===== config.mk =====
export PLATFORM = sky130hd
export DESIGN_NAME = persist_way_ctrl
export DESIGN_NICKNAME = d
export VERILOG_FILES = /design/src/rtl/persist_way_ctrl.sv
export SDC_FILE = /design/constraint.sdc
export NUM_CORES = 2
export LEC_CHECK = 0
export BUFFER_PORTS_ARGS = -buffer_cell sky130_fd_sc_hd__buf_2
export CORE_MARGIN = 4
export CORE_UTILIZATION = 55
export CTS_CLUSTER_DIAMETER = 60
export CTS_CLUSTER_SIZE = 12
export DETAILED_ROUTE_END_ITERATION = 16
export PLACE_DENSITY = 0.71
export SYNTH_ARGS = -nofsm -noshare
export SYNTH_HDL_FRONTEND = slang
export SYNTH_SLANG_ARGS = --single-unit

===== constraint.sdc =====
create_clock -name clk -period 9.89 [get_ports clk]
set_input_delay 1.978 -clock clk [delete_from_list [all_inputs] [get_ports clk]]
set_output_delay 1.978 -clock clk [all_outputs]
set_load 0.05 [all_outputs]

===== src/rtl/persist_way_ctrl.sv =====
module persist_way_ctrl #(
  parameter int WAYS         = 4,
  parameter int SETS         = 16,
  parameter int ADDR_W       = 16,
  parameter int LINE_W       = 4,
  parameter int MAX_SETASIDE = 3,
  parameter int AGE_W        = 4
) (
  input  logic                    clk,
  input  logic                    rst_n,
  input  logic                    req_valid,
  input  logic [ADDR_W-1:0]       req_addr,
  input  logic [1:0]              req_prop,
  input  logic                    req_write,
  input  logic [$clog2(WAYS)-1:0] setaside_ways,
  input  logic                    setaside_off,
  input  logic                    persist_clear,
  input  logic                    age_tick,
  output logic                    resp_valid,
  output logic                    resp_hit,
  output logic [$clog2(WAYS)-1:0] resp_way,
  output logic                    resp_writeback
);
  localparam int WAY_W = $clog2(WAYS);
  localparam int IDX_W = $clog2(SETS);
  localparam int TAG_W = ADDR_W - IDX_W - LINE_W;
  localparam logic [AGE_W-1:0] AGE_MAX = '1;
  localparam logic [1:0] C_NRM = 2'b00, C_STR = 2'b01, C_PER = 2'b10;

  logic [TAG_W-1:0] tag_q  [SETS][WAYS];
  logic [1:0]       cls_q  [SETS][WAYS];
  logic [WAY_W-1:0] rank_q [SETS][WAYS];
  logic [AGE_W-1:0] age_q  [SETS][WAYS];
  logic [WAYS-1:0]  vld_q  [SETS];
  logic [WAYS-1:0]  dirty_q[SETS];

  wire [IDX_W-1:0] idx = req_addr[LINE_W +: IDX_W];
  wire [TAG_W-1:0] tag = req_addr[ADDR_W-1 -: TAG_W];

  wire [WAY_W-1:0] k_eff = setaside_off ? '0 :
                           (setaside_ways > WAY_W'(MAX_SETASIDE)) ? WAY_W'(MAX_SETASIDE) : setaside_ways;
  wire pers_req = (req_prop == C_PER) && (k_eff != '0);

  logic [WAYS-1:0]    hit_vec, elig;
  logic [WAY_W-1:0]   hit_way, victim, acc_way, acc_rank;
  logic [WAY_W+1:0]   key, best;
  logic               found;
  logic [1:0]         lvl, new_cls;

  always_comb begin
    hit_way = '0;
    for (int w = 0; w < WAYS; w++) begin
      hit_vec[w] = vld_q[idx][w] && (tag_q[idx][w] == tag);
      if (hit_vec[w]) hit_way = WAY_W'(w);
      elig[w] = pers_req ? (WAY_W'(w) < k_eff)
                         : !((WAY_W'(w) < k_eff) && vld_q[idx][w] && cls_q[idx][w] == C_PER);
    end
  end

  always_comb begin
    victim = '0;
    best   = '1;
    found  = 1'b0;
    key    = '0;
    lvl    = '0;
    for (int w = 0; w < WAYS; w++) begin
      if (!vld_q[idx][w])              lvl = 2'd0;
      else if (cls_q[idx][w] == C_STR) lvl = 2'd1;
      else if (cls_q[idx][w] == C_PER) lvl = 2'd3;
      else                             lvl = 2'd2;
      key = {lvl, (lvl == 2'd0) ? {WAY_W{1'b0}} : ~rank_q[idx][w]};
      if (elig[w] && (!found || key < best)) begin
        found  = 1'b1;
        best   = key;
        victim = WAY_W'(w);
      end
    end
  end

  wire hit = |hit_vec;
  assign acc_way  = hit ? hit_way : victim;
  assign acc_rank = rank_q[idx][acc_way];

  always_comb begin
    if (hit) begin
      if (pers_req && acc_way < k_eff)                new_cls = C_PER;
      else if (req_prop == C_NRM || req_prop == 2'b11) new_cls = C_NRM;
      else                                             new_cls = cls_q[idx][acc_way];
    end else begin
      if (pers_req)                new_cls = C_PER;
      else if (req_prop == C_STR)  new_cls = C_STR;
      else                         new_cls = C_NRM;
    end
  end

  always_ff @(posedge clk or negedge rst_n) begin
    if (!rst_n) begin
      for (int s = 0; s < SETS; s++) begin
        vld_q[s]   <= '0;
        dirty_q[s] <= '0;
        for (int w = 0; w < WAYS; w++) begin
          tag_q[s][w]  <= '0;
          cls_q[s][w]  <= C_NRM;
          rank_q[s][w] <= WAY_W'(w);
          age_q[s][w]  <= '0;
        end
      end
      resp_valid     <= 1'b0;
      resp_hit       <= 1'b0;
      resp_way       <= '0;
      resp_writeback <= 1'b0;
    end else begin
      for (int s = 0; s < SETS; s++)
        for (int w = 0; w < WAYS; w++) begin
          if (persist_clear && cls_q[s][w] == C_PER) cls_q[s][w] <= C_NRM;
          if (age_tick && vld_q[s][w] && age_q[s][w] != AGE_MAX) begin
            age_q[s][w] <= age_q[s][w] + 1'b1;
            if (age_q[s][w] == AGE_MAX - 1'b1 && cls_q[s][w] == C_PER) cls_q[s][w] <= C_NRM;
          end
        end
      if (req_valid) begin
        for (int w = 0; w < WAYS; w++)
          if (rank_q[idx][w] < acc_rank) rank_q[idx][w] <= rank_q[idx][w] + 1'b1;
        rank_q[idx][acc_way]  <= '0;
        vld_q[idx][acc_way]   <= 1'b1;
        tag_q[idx][acc_way]   <= tag;
        cls_q[idx][acc_way]   <= new_cls;
        age_q[idx][acc_way]   <= '0;
        dirty_q[idx][acc_way] <= req_write || (hit && dirty_q[idx][acc_way]);
      end
      resp_valid     <= req_valid;
      resp_hit       <= req_valid && hit;
      resp_way       <= acc_way;
      resp_writeback <= req_valid && !hit && vld_q[idx][victim] && dirty_q[idx][victim];
    end
  end

  a_r1_resp_follows: assert property (@(posedge clk) disable iff (!rst_n)
    req_valid |=> resp_valid);
  a_r1_no_spurious: assert property (@(posedge clk) disable iff (!rst_n)
    !req_valid |=> !resp_valid);
  a_r11_wb_on_miss: assert property (@(posedge clk) disable iff (!rst_n)
    resp_writeback |-> resp_valid && !resp_hit);
  a_r2_invalid_first: assert property (@(posedge clk) disable iff (!rst_n)
    (req_valid && !hit && |(elig & ~vld_q[idx])) |-> !vld_q[idx][victim]);
  a_r4_fill_in_region: assert property (@(posedge clk) disable iff (!rst_n)
    (req_valid && !hit && pers_req) |=> resp_way < $past(k_eff));
  a_r5_keep_persist: assert property (@(posedge clk) disable iff (!rst_n)
    (req_valid && !hit && !pers_req) |->
      !(victim < k_eff && vld_q[idx][victim] && cls_q[idx][victim] == C_PER));
endmodule


Word level (Yosys, flattened, before mapping)
Index checks and enable logic that the tools add are counted.
- register bits after elaboration: 1157
- word-level logic and storage cells: 1263
- $add $sub $neg: 68
- $lt $le $gt $ge: 20
- equality and inequality tests: 207
- multiplexer cells: 364
- bitwise operators: 11
- reduce and logical (&&, ||, !) cells: 301
- operator list (cell ; number):
    $mux 128 ; 9
    $bwmux 128 ; 5
    $bwmux 512 ; 1
    $mux 2 ; 221
    $mux 4 ; 74
    $logic_and 1x1->1 ; 281
    $add 4x1->4 const B ; 64
    $and 256x256->256 ; 1
    $eq 4x4->1 const B ; 64
    $mux 256 ; 1
    $ne 4x4->1 const B ; 64
    $not 256->256 ; 1
    $demux 8 s4 ; 5
    $eq 2x2->1 const B ; 70
    $and 128x128->128 ; 1
    $bmux 32 s4 ; 1
    $demux 32 s4 ; 1
    $not 128->128 ; 1
    $mux 32 ; 3
    $bmux 8 s4 ; 2
    $bwmux 64 ; 1
    $demux 16 s4 ; 1
    $or 64x64->64 ; 1
    $mux 8 ; 7
    other kinds (33) ; 91

Depth between registers and ports, before layout
- depth in word-level cells: 41
- depth in mapped cells: 49

Worst setup path before layout
OpenSTA, ideal clock, no wires.
- path kind: in2reg
- start: input req_addr[4]
- end: register rank_q[57] (netlist bit)
- setup time: 79 ps
- data arrival time: 11342 ps
- data required time: 9811 ps
- slack: -1531 ps
- stages on the path: 48
- path buffers: 12
- path through: buf_4 buf_6 buf_6 buf_4 buf_6 buf_6 buf_6 buf_6 buf_2 mux4_2 mux4_2 inv_1 ha_1 nand3b_1 a21oi_1 inv_1 ha_1 a21o_1 [12 not listed] ha_1 a21o_1 a21oi_1 o21a_1 a21oi_1 o211ai_4 nand2_4 buf_6 buf_2 nand2_1 nand2_1 a222oi_1 ha_1 nor2b_1 a21oi_4 buf_6 nand2_1 a22o_1
- word-level cells in the longest chain between the ends: 41
- ends and longest elaborated chain (item ; line ; RTL):
    start: declaration ; 12 ; input logic [ADDR_W-1:0] req_addr,
    $not 4->5 (implied by the code) (*) ; -- ;
    $bmux 8 s4 ; 56, 68, 69 ;
    $mux 8 (implied by the code) (2 in a row) ; 56, 68, 69 ;
    $eq 2x2->1 ; 56, 69 ;
    $mux 1 ; 69 ; else if (cls_q[idx][w] == C_PER) lvl = 2'd3;
    $mux 2 ; 68 ; else if (cls_q[idx][w] == C_STR) lvl = 2'd1;
    $mux 2 ; 67 ; if (!vld_q[idx][w]) lvl = 2'd0;
    $logic_not 2->1 ; 71 ; key = {lvl, (lvl == 2'd0) ? {WAY_W{1'b0}} : ~rank_q[idx][w]};
    [24 not listed] ; -- ;
    $mux 128 ; 121 ; if (req_valid) begin
    $bwmux 128 ; 123 ; if (rank_q[idx][w] < acc_rank) rank_q[idx][w] <= rank_q[idx][w] + 1'b1;
    $mux 128 ; 123 ;
    $mux 128 ; 121 ;
    $bwmux 128 ; 123 ;
    $mux 128 ; 123 ;
    $mux 128 ; 121 ;
    $and 128x128->128 (no line) (*) ; -- ;
    end signal: indexed assignment ; 104 ; rank_q[s][w] <= WAY_W'(w);
    end: declaration ; 32 ; logic [WAY_W-1:0] rank_q [SETS][WAYS];
Every way passes the cells marked *; elsewhere a longest branch is shown, timed or not. The select of a mux whose other input is x is not followed.
A chain may end at the register's enable or synchronous reset.

Worst setup path in the final report
- start: input req_addr[4]
- end: register rank_q[54] (netlist bit)
- word-level cells in the longest chain between the ends: 41
- ends and longest elaborated chain (item ; line ; RTL):
    $not 4->5 (implied by the code) (*) ; -- ;
    $bmux 8 s4 ; 56, 68, 69 ;
    $mux 8 (implied by the code) (2 in a row) ; 56, 68, 69 ;
    $eq 2x2->1 ; 56, 69 ;
    $mux 1 ; 69 ;
    $mux 2 ; 68 ;
    $mux 2 ; 67 ;
    $logic_not 2->1 ; 71 ;
    [15 not listed] ; -- ;
    via acc_way[0] ; 45 ; logic [WAY_W-1:0] hit_way, victim, acc_way, acc_rank;
    [9 not listed] ; -- ;
    $mux 128 ; 121 ;
    $bwmux 128 ; 123 ;
    $mux 128 ; 123 ;
    $mux 128 ; 121 ;
    $bwmux 128 ; 123 ;
    $mux 128 ; 123 ;
    $mux 128 ; 121 ;
    $and 128x128->128 (no line) (*) ; -- ;
Mark *: on every way through the listed nets, which the timed path passes. The rest lies on a longest branch. The select of a mux whose other input is x is not followed.

==> summary.md <==
| Metric | Value |
|---|---|
| Synthesis-to-layout area growth | 9.44% |
| First-pass GRT wire length | about 230000 um |
| Mapped Area | approximately 0.057 mm^2 |
| Max FO, Critical Path | 16 |
| Max Cap Violations | 0 |
| Reg2reg path depth | 36 |
| Yosys reg bits | between 1k and 1.5k |
| Hold_buf cts | 0 |
| CP dominant cell by count | a21oi_2 |
| Root buffer cell | clkbuf_16 |
| Initial antenna violation count | 3 |
| Inst Count DP | about 6k |
| Initial Util | around 56% |
| Fin util | approximately three fifths |
| Avg WL per Cell | approximately 23 um |
| H-tree depth | 3 |
| Layout cells sized above 1 | 24.8% |
| Dpl ws | -0.0392 ns |
| Leak | ~29 nW |
| Die H | around 330 um |
| Syn_nets | ~5.0k |
| Synth Instances | approximately 4.8k |
| Vias | 38.7k |
| # fillers | just under 8k |
| PortBufs | 27 |
| CTS tree | yes |
| Final Max Slew Viols | 0 |
| Placer Congestion | between 0.9 and 1 |
| Slowest Stage Delay on Critical Path | ~0.60 ns |
| Setup violators final | 0 |
| Net switching power | ~7.1 mW |
| Area contributors post-synth | dfrtp_1 (48%), mux4_2 (8.7%), mux2_2 (7.9%) |
| Startpoint type of the worst setup path | input port |
| Clock network power share | 21.6% |
| Largest net degree at the start of global routing | 174 |
| Syn. warnings | 0 |
| Clk sink count | ~1.2k |
| Status | complete, no violations |
| Num ports | 32 |
| Min Clock Period, post-route | 9.36 ns |
| Slew at the pin closest to its max-slew limit | about 1.3 ns |
| Top-area cell type share of the netlist area | about half |
| Setup Buffers After CTS | 0 |
| Power per cell area | ~300 mW/mm^2 |
| Worst-Skew Late Latency | 0.70 ns |
| Row count | between 100 and 150 |
| Max clock buf depth | 3 |
| CP Capture Type | flop |
| Drt initial violations | 3546 |
| Most common flop cell mapped by yosys | dfrtp_1 |
| Setup ws final | ~0.53 ns |
| Power, Total | ~19 mW |
| Top-count cell post-synth | dfrtp_1 |
| Commonest cells in the synthesized netlist | dfrtp_1 (1093), nand2_1 (898), mux2_2 (398) |
| Ys async rst share | 100% |
| Core area | ~0.10 mm^2 |
| Worst path required time | 10.51 ns |
| Seq/Total Area, Yosys | 51.0% |
| Register share of total power | between 40% and 50% |
| Clk pin slew, worst setup/hold paths | approximately 0.06 ns |
| Die Wd | around 330 um |
| Critical Path Slowest Stage Cell | and3_1 |
| Fmax | about 110 MHz |
| Diodes inserted | 0 |
| Die footprint | ~0.11 mm^2 |
| Number of global-route vias before repair | 39.5k |
| Hold path depth | 2 |
| Max VDD drop | about 480 uV |
| Avg Inst Size Synth | around 12 um^2 |
| Detailed Place HPWL | between 90000 and 100000 um |
| Post-Layout Cell Count | 6274 |
| Combinational power share | between 30% and 40% |
| Internal | around 12 mW |
| DRC violations left | 0 |
| Relative slew margins | 14.9% |
| CP arrival | about 10 ns |
| Total grt overflow | 0 |
| Routed WL | ~150000 um |
| Global Route Usage Sum | around 28% |
| Switching Share | a little under two fifths |
| CTS buffer count | roughly 110 |
| Nets | 5012 |
| ANT nets after route | 0 |
| Router iterations before antenna repair | 6 |
| Post-synth cell types | 99 |
| Post-CTS sizing | 0 |
| Hold Crit Class | reg2reg |
| Post-synth EDFFs | 0 |
| Final setup skew | ~0.030 ns |
| Vias per cell | around 6.2 |
| Final Cycle Share | between 90% and 100% |
| RSZ-0062 raised after global routing | false |
| Final hold viol count | 0 |
| Hold Worst Slack | between 0.4 and 0.5 ns |
| Kind of critical path | in2reg |
| Top cell type by total area after synthesis | dfrtp_1 |
## critical path, delay by kind of cell
kind / cells / cell delay [ns]
AOI/OAI and AO/OA: 18 / 3.30
adders and majority gates: 5 / 1.28
buffers and inverters: 5 / 0.68
muxes: 3 / 1.51
and+or+nand+nor: 6 / 1.18
## metal layers
metal  GRT usage, %  wire length (um)
met5              0                13
met4           8.92              4630
met3           4.43             10100
met2           43.6             68300
met1           39.4             64100
## sequential cells by signal, indices dropped and copies added, names as in the netlist
register and flops:
resp_way 2, resp_writeback 1, tag_q 512, rank_q 128, age_q 256, dirty_q 64
vld_q 64, cls_q 128, resp_hit 1, resp_valid 1
## cell families after synthesis
logic type	after synthesis	share of synthesized area, %
flip-flops	1157	51.0
buffers and inverters	382	3.49
XOR/XNOR	227	3.49
adder cells (fa/ha/maj)	151	3.32
AND/OR/NAND/NOR	1518	11.6
AO/OA/AOI/OAI	594	7.85
multiplexers	767	19.3
## final timing paths
path / startpoint / end / slack, ns
worst max-delay path: req_addr[4] / rank_q[54] / 0.53
worst min-delay path: tag_q[64] / tag_q[64] / 0.47
worst max register to register: cls_q[46] / rank_q[54] / 1.79
worst min register to register: tag_q[64] / tag_q[64] / 0.47
max in group asynchronous: rst_n / age_q[132] / 6.27
min in group asynchronous: rst_n / age_q[249] / 1.31
## through the flow
step | instance area, um^2 | TNS, ns
after floorplan | 57200 | -87.27
after global placement | 59000 | 0
final | 62300 | 0
after global routing | 62300 | 0
after CTS | 62300 | 0
after detailed placement | 59000 | -0.289
## cell usage in the layout, fill, tap and decap left out, types with 16 or more instances in the layout
master / count
xor2_1: 145
nor2_1: 301
nand2b_1: 35
nor2_2: 31
buf_12: 16
nand3_1: 21
a22oi_1: 26
o211ai_1: 36
a41oi_1: 65
clkbuf_16: 116
a31oi_1: 65
a211oi_1: 67
nor3_2: 16
dfrtp_1: 1093
mux2_2: 398
or2_2: 36
a21oi_1: 33
buf_2: 20
inv_1: 79
mux4_2: 221
a22o_1: 65
o21ai_0: 100
nand2_1: 883
buf_4: 182
dfstp_2: 64
nand2_2: 25
xnor2_1: 82
ha_1: 150
nand4_1: 71
clkbuf_1: 49
nor2b_1: 20
mux2i_1: 134
o2bb2ai_1: 65
## area by class of cell
type                            count  area (um^2)  area share [%]
Clock buffer                      172         3180            5.11
Clock inverter                     14          154           0.247
Inverter                           84          315           0.506
Multi-Input combinational cell   3257        26100            41.9
Sequential cell                  1157        29000            46.6
Tap cell                         1368         1710            2.75
Timing Repair Buffer              222         1850            2.96
## power by group through the flow
stage	Sequential (mW)	Combinational (mW)	Clock [mW]
2_1_floorplan	7.36	5.38	0
6_report	7.66	7.15	4.07
3_5_place_dp	7.69	7.05	0
4_1_cts	7.63	7.09	4.13
5_1_grt	7.86	7.81	4.33
3_3_place_gp	7.60	6.84	0
Power figures use the tool's default switching activity.
